$ cat src/rtl/phy_csr_pkg.sv
package phy_csr_pkg;

    typedef enum logic [2:0] {
        LS_DETECT   = 3'd0,
        LS_POLLING  = 3'd1,
        LS_CONFIG   = 3'd2,
        LS_L0       = 3'd3,
        LS_RECOVERY = 3'd4,
        LS_DISABLED = 3'd5,
        LS_HOTRST   = 3'd6,
        LS_LOOPBACK = 3'd7
    } link_state_e;

    localparam int unsigned LINK_STATE_W = 3;

endpackage

$ cat src/rtl/lane_valid_mask.sv
module lane_valid_mask #(
    parameter int unsigned LANES      = 8,
    parameter int unsigned BASE_LANES = 4
) (
    input  logic             port_odd_i,
    input  logic             merged_i,
    output logic [LANES-1:0] valid_o
);

    logic upper_owned;
    assign upper_owned = ~port_odd_i & merged_i;

    for (genvar i = 0; i < LANES; i++) begin : g_lane
        if (i < BASE_LANES) begin : g_base
            assign valid_o[i] = 1'b1;
        end else begin : g_upper
            assign valid_o[i] = upper_owned;
        end
    end

endmodule

$ cat src/rtl/link_state_gate.sv
module link_state_gate
    import phy_csr_pkg::*;
(
    input  logic [LINK_STATE_W-1:0] code_i,
    output logic                    disp_ok_o,
    output logic                    dec_ok_o
);

    link_state_e st;
    assign st = link_state_e'(code_i);

    always_comb begin
        disp_ok_o = 1'b0;
        dec_ok_o  = 1'b0;
        unique case (st)
            LS_L0: begin
                disp_ok_o = 1'b1;
                dec_ok_o  = 1'b1;
            end
            LS_CONFIG, LS_DISABLED, LS_HOTRST: begin
                dec_ok_o  = 1'b1;
            end
            LS_DETECT, LS_POLLING, LS_RECOVERY, LS_LOOPBACK: begin
                disp_ok_o = 1'b0;
                dec_ok_o  = 1'b0;
            end
            default: begin
                disp_ok_o = 1'b0;
                dec_ok_o  = 1'b0;
            end
        endcase
    end

endmodule

$ cat src/rtl/lane_err_sticky.sv
module lane_err_sticky #(
    parameter int unsigned LANES = 8
) (
    input  logic             clk,
    input  logic             rst_n,
    input  logic [LANES-1:0] set_i,
    input  logic [LANES-1:0] clr_i,
    output logic [LANES-1:0] flags_o
);

    logic [LANES-1:0] flags_q;
    logic [LANES-1:0] flags_d;

    for (genvar i = 0; i < LANES; i++) begin : g_bit
        always_comb begin
            if (set_i[i]) begin
                flags_d[i] = 1'b1;
            end else if (clr_i[i]) begin
                flags_d[i] = 1'b0;
            end else begin
                flags_d[i] = flags_q[i];
            end
        end
    end

    always_ff @(posedge clk or negedge rst_n) begin
        if (!rst_n) begin
            flags_q <= '0;
        end else begin
            flags_q <= flags_d;
        end
    end

    assign flags_o = flags_q;

    AST_FLAG_DROPS_ONLY_ON_CLEAR: assert property (@(posedge clk) disable iff (!rst_n)
        (($past(flags_q) & ~flags_q & ~$past(clr_i)) == '0));

    AST_SET_BEATS_CLEAR: assert property (@(posedge clk) disable iff (!rst_n)
        (($past(set_i) & ~flags_q) == '0));

endmodule

$ cat src/rtl/phy_lane_csr.sv
module phy_lane_csr
    import phy_csr_pkg::*;
#(
    parameter int unsigned      LANES      = 8,
    parameter int unsigned      BASE_LANES = 4,
    parameter int unsigned      ADDR_W     = 12,
    parameter logic [ADDR_W-1:0] CFG_ADDR  = 12'h510,
    parameter logic [ADDR_W-1:0] STS_ADDR  = 12'h51C
) (
    input  logic                    clk,
    input  logic                    rst_n,
    input  logic                    reg_wr_i,
    input  logic [ADDR_W-1:0]       reg_addr_i,
    input  logic [31:0]             reg_wdata_i,
    output logic [31:0]             reg_rdata_o,
    input  logic [LANES-1:0]        disp_err_i,
    input  logic [LANES-1:0]        dec_err_i,
    input  logic [LINK_STATE_W-1:0] link_state_i,
    input  logic                    port_odd_i,
    input  logic                    merged_i,
    input  logic                    serdes_test_i,
    input  logic [LANES-1:0]        rx_det_i,
    output logic [LANES-1:0]        rx_det_o,
    output logic                    low_swing_o
);

    localparam int unsigned OVR_LSB   = 0;
    localparam int unsigned SWING_BIT = 16;
    localparam int unsigned DISP_LSB  = 0;
    localparam int unsigned DEC_LSB   = 16;

    logic             cfg_wr;
    logic             sts_wr;
    logic [LANES-1:0] ovr_q;
    logic             swing_q;
    logic [LANES-1:0] lane_ok;
    logic             disp_ok;
    logic             dec_ok;
    logic [LANES-1:0] disp_set;
    logic [LANES-1:0] dec_set;
    logic [LANES-1:0] disp_clr;
    logic [LANES-1:0] dec_clr;
    logic [LANES-1:0] disp_q;
    logic [LANES-1:0] dec_q;
    logic             unused_wdata;

    assign unused_wdata = ^{reg_wdata_i[31:24], reg_wdata_i[15:8]};

    assign cfg_wr = reg_wr_i && (reg_addr_i == CFG_ADDR);
    assign sts_wr = reg_wr_i && (reg_addr_i == STS_ADDR);

    always_ff @(posedge clk or negedge rst_n) begin
        if (!rst_n) begin
            ovr_q   <= '0;
            swing_q <= 1'b0;
        end else if (cfg_wr) begin
            ovr_q   <= reg_wdata_i[OVR_LSB +: LANES];
            swing_q <= reg_wdata_i[SWING_BIT];
        end
    end

    lane_valid_mask #(
        .LANES      (LANES),
        .BASE_LANES (BASE_LANES)
    ) u_mask (
        .port_odd_i (port_odd_i),
        .merged_i   (merged_i),
        .valid_o    (lane_ok)
    );

    link_state_gate u_gate (
        .code_i    (link_state_i),
        .disp_ok_o (disp_ok),
        .dec_ok_o  (dec_ok)
    );

    assign disp_set = disp_err_i & lane_ok & {LANES{disp_ok}};
    assign dec_set  = dec_err_i  & lane_ok & {LANES{dec_ok}};
    assign disp_clr = {LANES{sts_wr}} & reg_wdata_i[DISP_LSB +: LANES];
    assign dec_clr  = {LANES{sts_wr}} & reg_wdata_i[DEC_LSB +: LANES];

    lane_err_sticky #(.LANES(LANES)) u_disp (
        .clk     (clk),
        .rst_n   (rst_n),
        .set_i   (disp_set),
        .clr_i   (disp_clr),
        .flags_o (disp_q)
    );

    lane_err_sticky #(.LANES(LANES)) u_dec (
        .clk     (clk),
        .rst_n   (rst_n),
        .set_i   (dec_set),
        .clr_i   (dec_clr),
        .flags_o (dec_q)
    );

    always_comb begin
        reg_rdata_o = '0;
        if (reg_addr_i == CFG_ADDR) begin
            reg_rdata_o[OVR_LSB +: LANES] = ovr_q;
            reg_rdata_o[SWING_BIT]        = swing_q;
        end else if (reg_addr_i == STS_ADDR) begin
            reg_rdata_o[DISP_LSB +: LANES] = disp_q & lane_ok;
            reg_rdata_o[DEC_LSB +: LANES]  = dec_q & lane_ok;
        end
    end

    assign rx_det_o    = rx_det_i | (ovr_q & lane_ok & {LANES{~serdes_test_i}});
    assign low_swing_o = swing_q;

    AST_DISP_ONLY_IN_L0: assert property (@(posedge clk) disable iff (!rst_n)
        ((disp_q & ~$past(disp_q)) != '0) |-> ($past(link_state_i) == LS_L0));

    AST_DEC_STATE_GATE: assert property (@(posedge clk) disable iff (!rst_n)
        ((dec_q & ~$past(dec_q)) != '0) |->
            ($past(link_state_i) == LS_L0 || $past(link_state_i) == LS_CONFIG ||
             $past(link_state_i) == LS_DISABLED || $past(link_state_i) == LS_HOTRST));

    AST_TEST_MODE_BYPASS: assert property (@(posedge clk) disable iff (!rst_n)
        serdes_test_i |-> (rx_det_o == rx_det_i));

    AST_ODD_UPPER_QUIET: assert property (@(posedge clk) disable iff (!rst_n)
        port_odd_i |-> (rx_det_o[LANES-1:BASE_LANES] == rx_det_i[LANES-1:BASE_LANES]));

    AST_SWING_TRACKS_WRITE: assert property (@(posedge clk) disable iff (!rst_n)
        $past(cfg_wr) |-> (low_swing_o == $past(reg_wdata_i[SWING_BIT])));

endmodule

$ cat config.mk
export PLATFORM = sky130hd
export DESIGN_NAME = phy_lane_csr
export DESIGN_NICKNAME = d
export VERILOG_FILES = /design/src/rtl/phy_csr_pkg.sv /design/src/rtl/lane_valid_mask.sv /design/src/rtl/link_state_gate.sv /design/src/rtl/lane_err_sticky.sv /design/src/rtl/phy_lane_csr.sv
export SDC_FILE = /design/constraint.sdc
export NUM_CORES = 1
export LEC_CHECK = 0
export BUFFER_PORTS_ARGS = -buffer_cell sky130_fd_sc_hd__buf_2
export CORE_UTILIZATION = 37
export CTS_BUF_LIST = sky130_fd_sc_hd__clkbuf_2
export DETAILED_ROUTE_END_ITERATION = 12
export PLACE_DENSITY = 0.88
export SLEW_MARGIN = 30
export SYNTH_ARGS = -nofsm -noshare
export SYNTH_HDL_FRONTEND = slang
export SYNTH_SLANG_ARGS = --single-unit
$ cat constraint.sdc
create_clock -name clk -period 2 [get_ports clk]
set_input_delay 0.2 -clock clk [delete_from_list [all_inputs] [get_ports clk]]
set_output_delay 0.2 -clock clk [all_outputs]
set_load 0.01 [all_outputs]
# --- Word-level counts from Yosys, hierarchy flattened ---
# Index checks and enable logic that the tools add are counted.
word_totals:
  regBits: 25
  inputBits: 77
  output_inout_bits: 41
  wordCells: 101
classes:
  n_eq_ne: 9
  muxes: 39
  bitwise_logic: 14
  n_reduce_logical: 21
op_table:
  columns: ["op", "n"]
  rows:
  - ["$and 8x8->8", 10]
  - ["$mux 1", 34]
  - ["$reduce_bool 2->1", 16]
  - ["$eq 12x11->1 const B", 2]
  - ["$mux 8", 3]
  - ["$eq 3x3->1 const B", 4]
  - ["$or 8x8->8", 1]
  - ["$reduce_or 4->1", 2]
  - ["$mux 7", 1]
  - ["$eq 3x2->1 const B", 2]
  - ["$eq 3x1->1 const B", 1]
  - ["$logic_not 3->1", 1]
  - ["$logic_and 1x1->1", 2]
  - ["$not 1->1", 2]
  - ["$pmux 1 s2", 1]
  - ["$and 1x1->1", 1]

# --- Logic depth before layout (Yosys ltp) ---
logic_depth:
  depth_word: 5
  depth_mapped: 5
  depth_no_buf: 3

# --- Modules after synthesis ---
# Synthesis repeated with hierarchy kept, for this count alone.
unflattened:
  cells_unflattened: 181
  hier_area_um2: 1704.1
by_module_without_submodules:
  columns: ["mod", "n_inst", "cells_per_inst", "area_per_inst_um2"]
  rows:
  - ["phy_lane_csr", 1, 119, 1026.0]
  - ["lane_err_sticky", 2, 24, 290.3]
  - ["lane_valid_mask", 1, 10, 77.6]
  - ["link_state_gate", 1, 4, 20.0]

# --- Worst setup path after synthesis ---
# No wires, ideal clock.
synth_timing:
  kind: "input to output"
  from: "input reg_addr_i[5]"
  to: "output reg_rdata_o[20]"
  arrival_time_ps: 1752
  setup_slack_ps: 48
  path_stages: 5
  path_buffers: 2
  cell_sequence: "or4b_1 > buf_2 > nor3_1 > clkbuf_2 > and3_1"
synth_between:
  elab_chain_cells: 3
synth_lines:
  columns: ["item", "line_no", "text"]
  rows:
  - ["start: declaration", "phy_lane_csr.sv:13", "input logic [ADDR_W-1:0] reg_addr_i,"]
  - ["$eq 12x11->1", "phy_lane_csr.sv:103", "end else if (reg_addr_i == STS_ADDR) begin"]
  - ["$mux 8", "phy_lane_csr.sv:103", null]
  - ["$mux 7 (*)", "phy_lane_csr.sv:100", "if (reg_addr_i == CFG_ADDR) begin"]
  - ["end: declaration", "phy_lane_csr.sv:15", "output logic [31:0] reg_rdata_o,"]
# Mark *: on every way between the ends. The rest lies on a longest branch, timed or not.

# --- Final worst setup path ---
layout_timing:
  from: "input reg_addr_i[5]"
  to: "output reg_rdata_o[2]"
layout_between:
  elab_chain_cells: 3
layout_lines:
  columns: ["item", "line_no"]
  rows:
  - ["$eq 12x11->1", "phy_lane_csr.sv:103"]
  - ["$mux 8", "phy_lane_csr.sv:103"]
  - ["$mux 8 (*)", "phy_lane_csr.sv:100"]
# Marked as above.

==> results.json <==
{
  "ir_worst_vdd_uv": 335.8,
  "initial_core_util_pct": 40.18,
  "die_y_um": 66.23,
  "syn_avg_cell_area_um2": 11.06,
  "grt_pass1_wl_um": 5947,
  "syn_area_um2": 1526,
  "synthTopCellsByArea": "dfrtp_1, mux2_4, a221o_1",
  "core-area_um2": 3799,
  "p_clk_share_pct": 22.9,
  "power_switching_uw": 231.0,
  "timing.rr.end": "u_dec.flags_o[0]$_DFFE_PN0P_",
  "p_per_area_nw_per_um2": 436.4,
  "finalHoldViolCount": 0,
  "dp_hpwl_um": 2874,
  "grt_usage_pct": 18.08,
  "grt_setup_unrepaired": "no",
  "clock_path_buffers": 2,
  "crit_start": "reg_addr_i[5]",
  "synth_edf_count": 0,
  "hold_class": "in2reg",
  "ys_seq_area_share_pct": 40.98,
  "ys_ff_latch": 25,
  "dieWidth_um": 66.23,
  "synth_cells": 138,
  "critPathKind": "in2out",
  "layout.nets": 305,
  "ios": 118,
  "n_antenna_cell": 0,
  "wire_per_inst_um": 13.88,
  "place_area_um2": 1958,
  "dr.pass1.iters": 4,
  "crit_arrival_ps": 1680,
  "grt_max_degree": 26,
  "cts_root_buffer": "clkbuf_2",
  "drcViolationCount": 0,
  "min_period_over_period_pct": 93.81,
  "combPwrFrac_pct": 17.7,
  "intPower_uw": 638.3,
  "setup_viol": 0,
  "yosys.area.top_type": "dfrtp_1",
  "slew_violations": 0,
  "async_flop_share_pct": 100.0,
  "pwr-share-seq_pct": 59.3,
  "finClkSkew_ps": 0,
  "area_growth_pct": 30.49,
  "hold-worst-slack_ps": 61.99,
  "ant_nets": 0,
  "yosysWarnings": 0,
  "antenna_found_initial": 0,
  "viasPerCell": 5.062,
  "rows": 22,
  "ff2ff_setup_slack_ps": 1060,
  "ys_top_cells_by_count": "dfrtp_1, buf_4, nor2b_1",
  "relSlewSlack_pct": 62.42,
  "worstPathMaxFanout": 9,
  "gp_congestion": 0.7491,
  "clk_pin_slew_ps": 230,
  "fin_area_um2": 1992,
  "start_kind": "input pin",
  "swShare_pct": 26.57,
  "status": "completed",
  "crit_end": "reg_rdata_o[2]",
  "wl_um": 3817,
  "leakage_uw": 0.001047,
  "synthFlopType": "dfrtp_1",
  "worstReg2RegStart": "u_dec.flags_o[0]$_DFFE_PN0P_",
  "yosysMostFrequentCell": "dfrtp_1",
  "min_period_ps": 1876,
  "setup_ws_ps": 123.7,
  "worst_pin_slew_ps": 563.7,
  "htreeDepth": 1,
  "drive_gt1_share_pct": 48.02,
  "max_cap_violations": 0,
  "worstPathRequired_ps": 1800,
  "vias": 1392,
  "dieArea_um2": 4386,
  "rr_worst_depth": 2,
  "drt_iter0_markers": 39,
  "pre_cts_ws_ps": -3.865,
  "synth_cell_types": 28,
  "fillCellCount": 364,
  "tns_ps": 0,
  "tritoncts": "yes",
  "clock_latency_ps": 330,
  "critPathCaptureType": "output port",
  "synth_top_area_share_pct": 40.98,
  "numCtsBuffers": 3,
  "cts_sinks": 25,
  "final_util_pct": 52.44,
  "grt_pass1_vias": 1340,
  "grt_overflow": 0,
  "max_freq_mhz": 533.0,
  "port_buffers": 85
}
[worst min path at each step]
stage                       start  cells after the start                             to
floorplan                   rst_n                      0        low_swing_o$_DFFE_PN0P_
global placement            rst_n                      1           ovr_q[6]$_DFFE_PN0P_
detailed placement          rst_n                      1           ovr_q[6]$_DFFE_PN0P_
CTS                 disp_err_i[0]                      2  u_disp.flags_o[0]$_DFFE_PN0P_
global route         dec_err_i[7]                      3   u_dec.flags_o[7]$_DFFE_PN0P_
finish               dec_err_i[5]                      3   u_dec.flags_o[5]$_DFFE_PN0P_
[cells by family (layout without fill, tap and decap cells)]
kind of cell	count (synthesis)	count (layout)	synth area share, %
simple gates	40	40	16.88
compound gates	37	37	20.90
flops	25	25	40.98
buf+inv	24	98	10.98
mux	9	9	8.852
xor+xnor	2	2	1.148
other cells	1	16	0.2457
[power by group through the flow]
stage | registers [µW] | logic [µW] | clock network [µW]
2_1_floorplan | 524 | 83.6 | 0
3_3_place_gp | 524 | 148 | 0
3_5_place_dp | 524 | 151 | 0
4_1_cts | 516 | 154 | 213
5_1_grt | 517 | 174 | 230
6_report | 516 | 154 | 199
[placed cells by master (no fill, tap or decap), drive strengths merged]
cell / synthesis / final
nor3: 2 / 2
inv: 2 / 2
and3b: 1 / 1
xor2: 1 / 1
xnor2: 1 / 1
or4: 3 / 3
a22o: 5 / 5
dlygate4sd3: 0 / 1
mux2: 9 / 9
nand2: 9 / 9
o21ai: 4 / 4
conb: 1 / 16
a221o: 12 / 12
nand4bb: 2 / 2
buf: 19 / 91
or4b: 1 / 1
o41ai: 4 / 4
dfrtp: 25 / 25
and3: 4 / 4
clkbuf: 3 / 4
a21o: 8 / 8
nor2b: 13 / 13
and2: 5 / 5
a32o: 4 / 4
[state kept, by name, summed over array words and instances (netlist names)]
signal / flops
ovr_q: 8
u_dec.flags_o: 8
u_disp.flags_o: 8
low_swing_o: 1
[stage by stage]
stage          power [µW]  std cells
2_1_floorplan       607.3        153
3_3_place_gp        672.1        270
3_5_place_dp        675.8        270
4_1_cts             882.4        275
5_1_grt             920.5        275
6_report            869.3        275
[critical path: stages]
cell	delay, ps
buf_2	110
or4b_4	560
buf_4	180
nor3_2	140
buf_4	190
a22o_1	160
buf_2	130
[cell type report]
cell class                 count  area, µm²  share of cell area [%]
tap                           48      60.06                   3.015
inverter                       2      7.507                  0.3769
timing repair buffer          92      480.5                   24.12
sequential                    25      625.6                   31.41
clock buffer                   4      20.02                   1.005
multi-input combinational    104      798.3                   40.08
[repair_timing]
action / in CTS / in global routing
setup buffers: 0 / 0
resized for setup: 0 / 1
hold endpoints to repair: 25 / 0
hold buffers: 1 / 0
endpoints found under the setup margin: 0 / 2
[metal layers]
metal	vias to the layer above	wire [µm]	global-route usage (%)
li1	668	-	-
met1	657	1673	21.23
met2	61	1873	32.53
met3	6	217	4.138
met4	0	52	5.053
met5	-	0	0
Power figures use the tool's default switching activity.
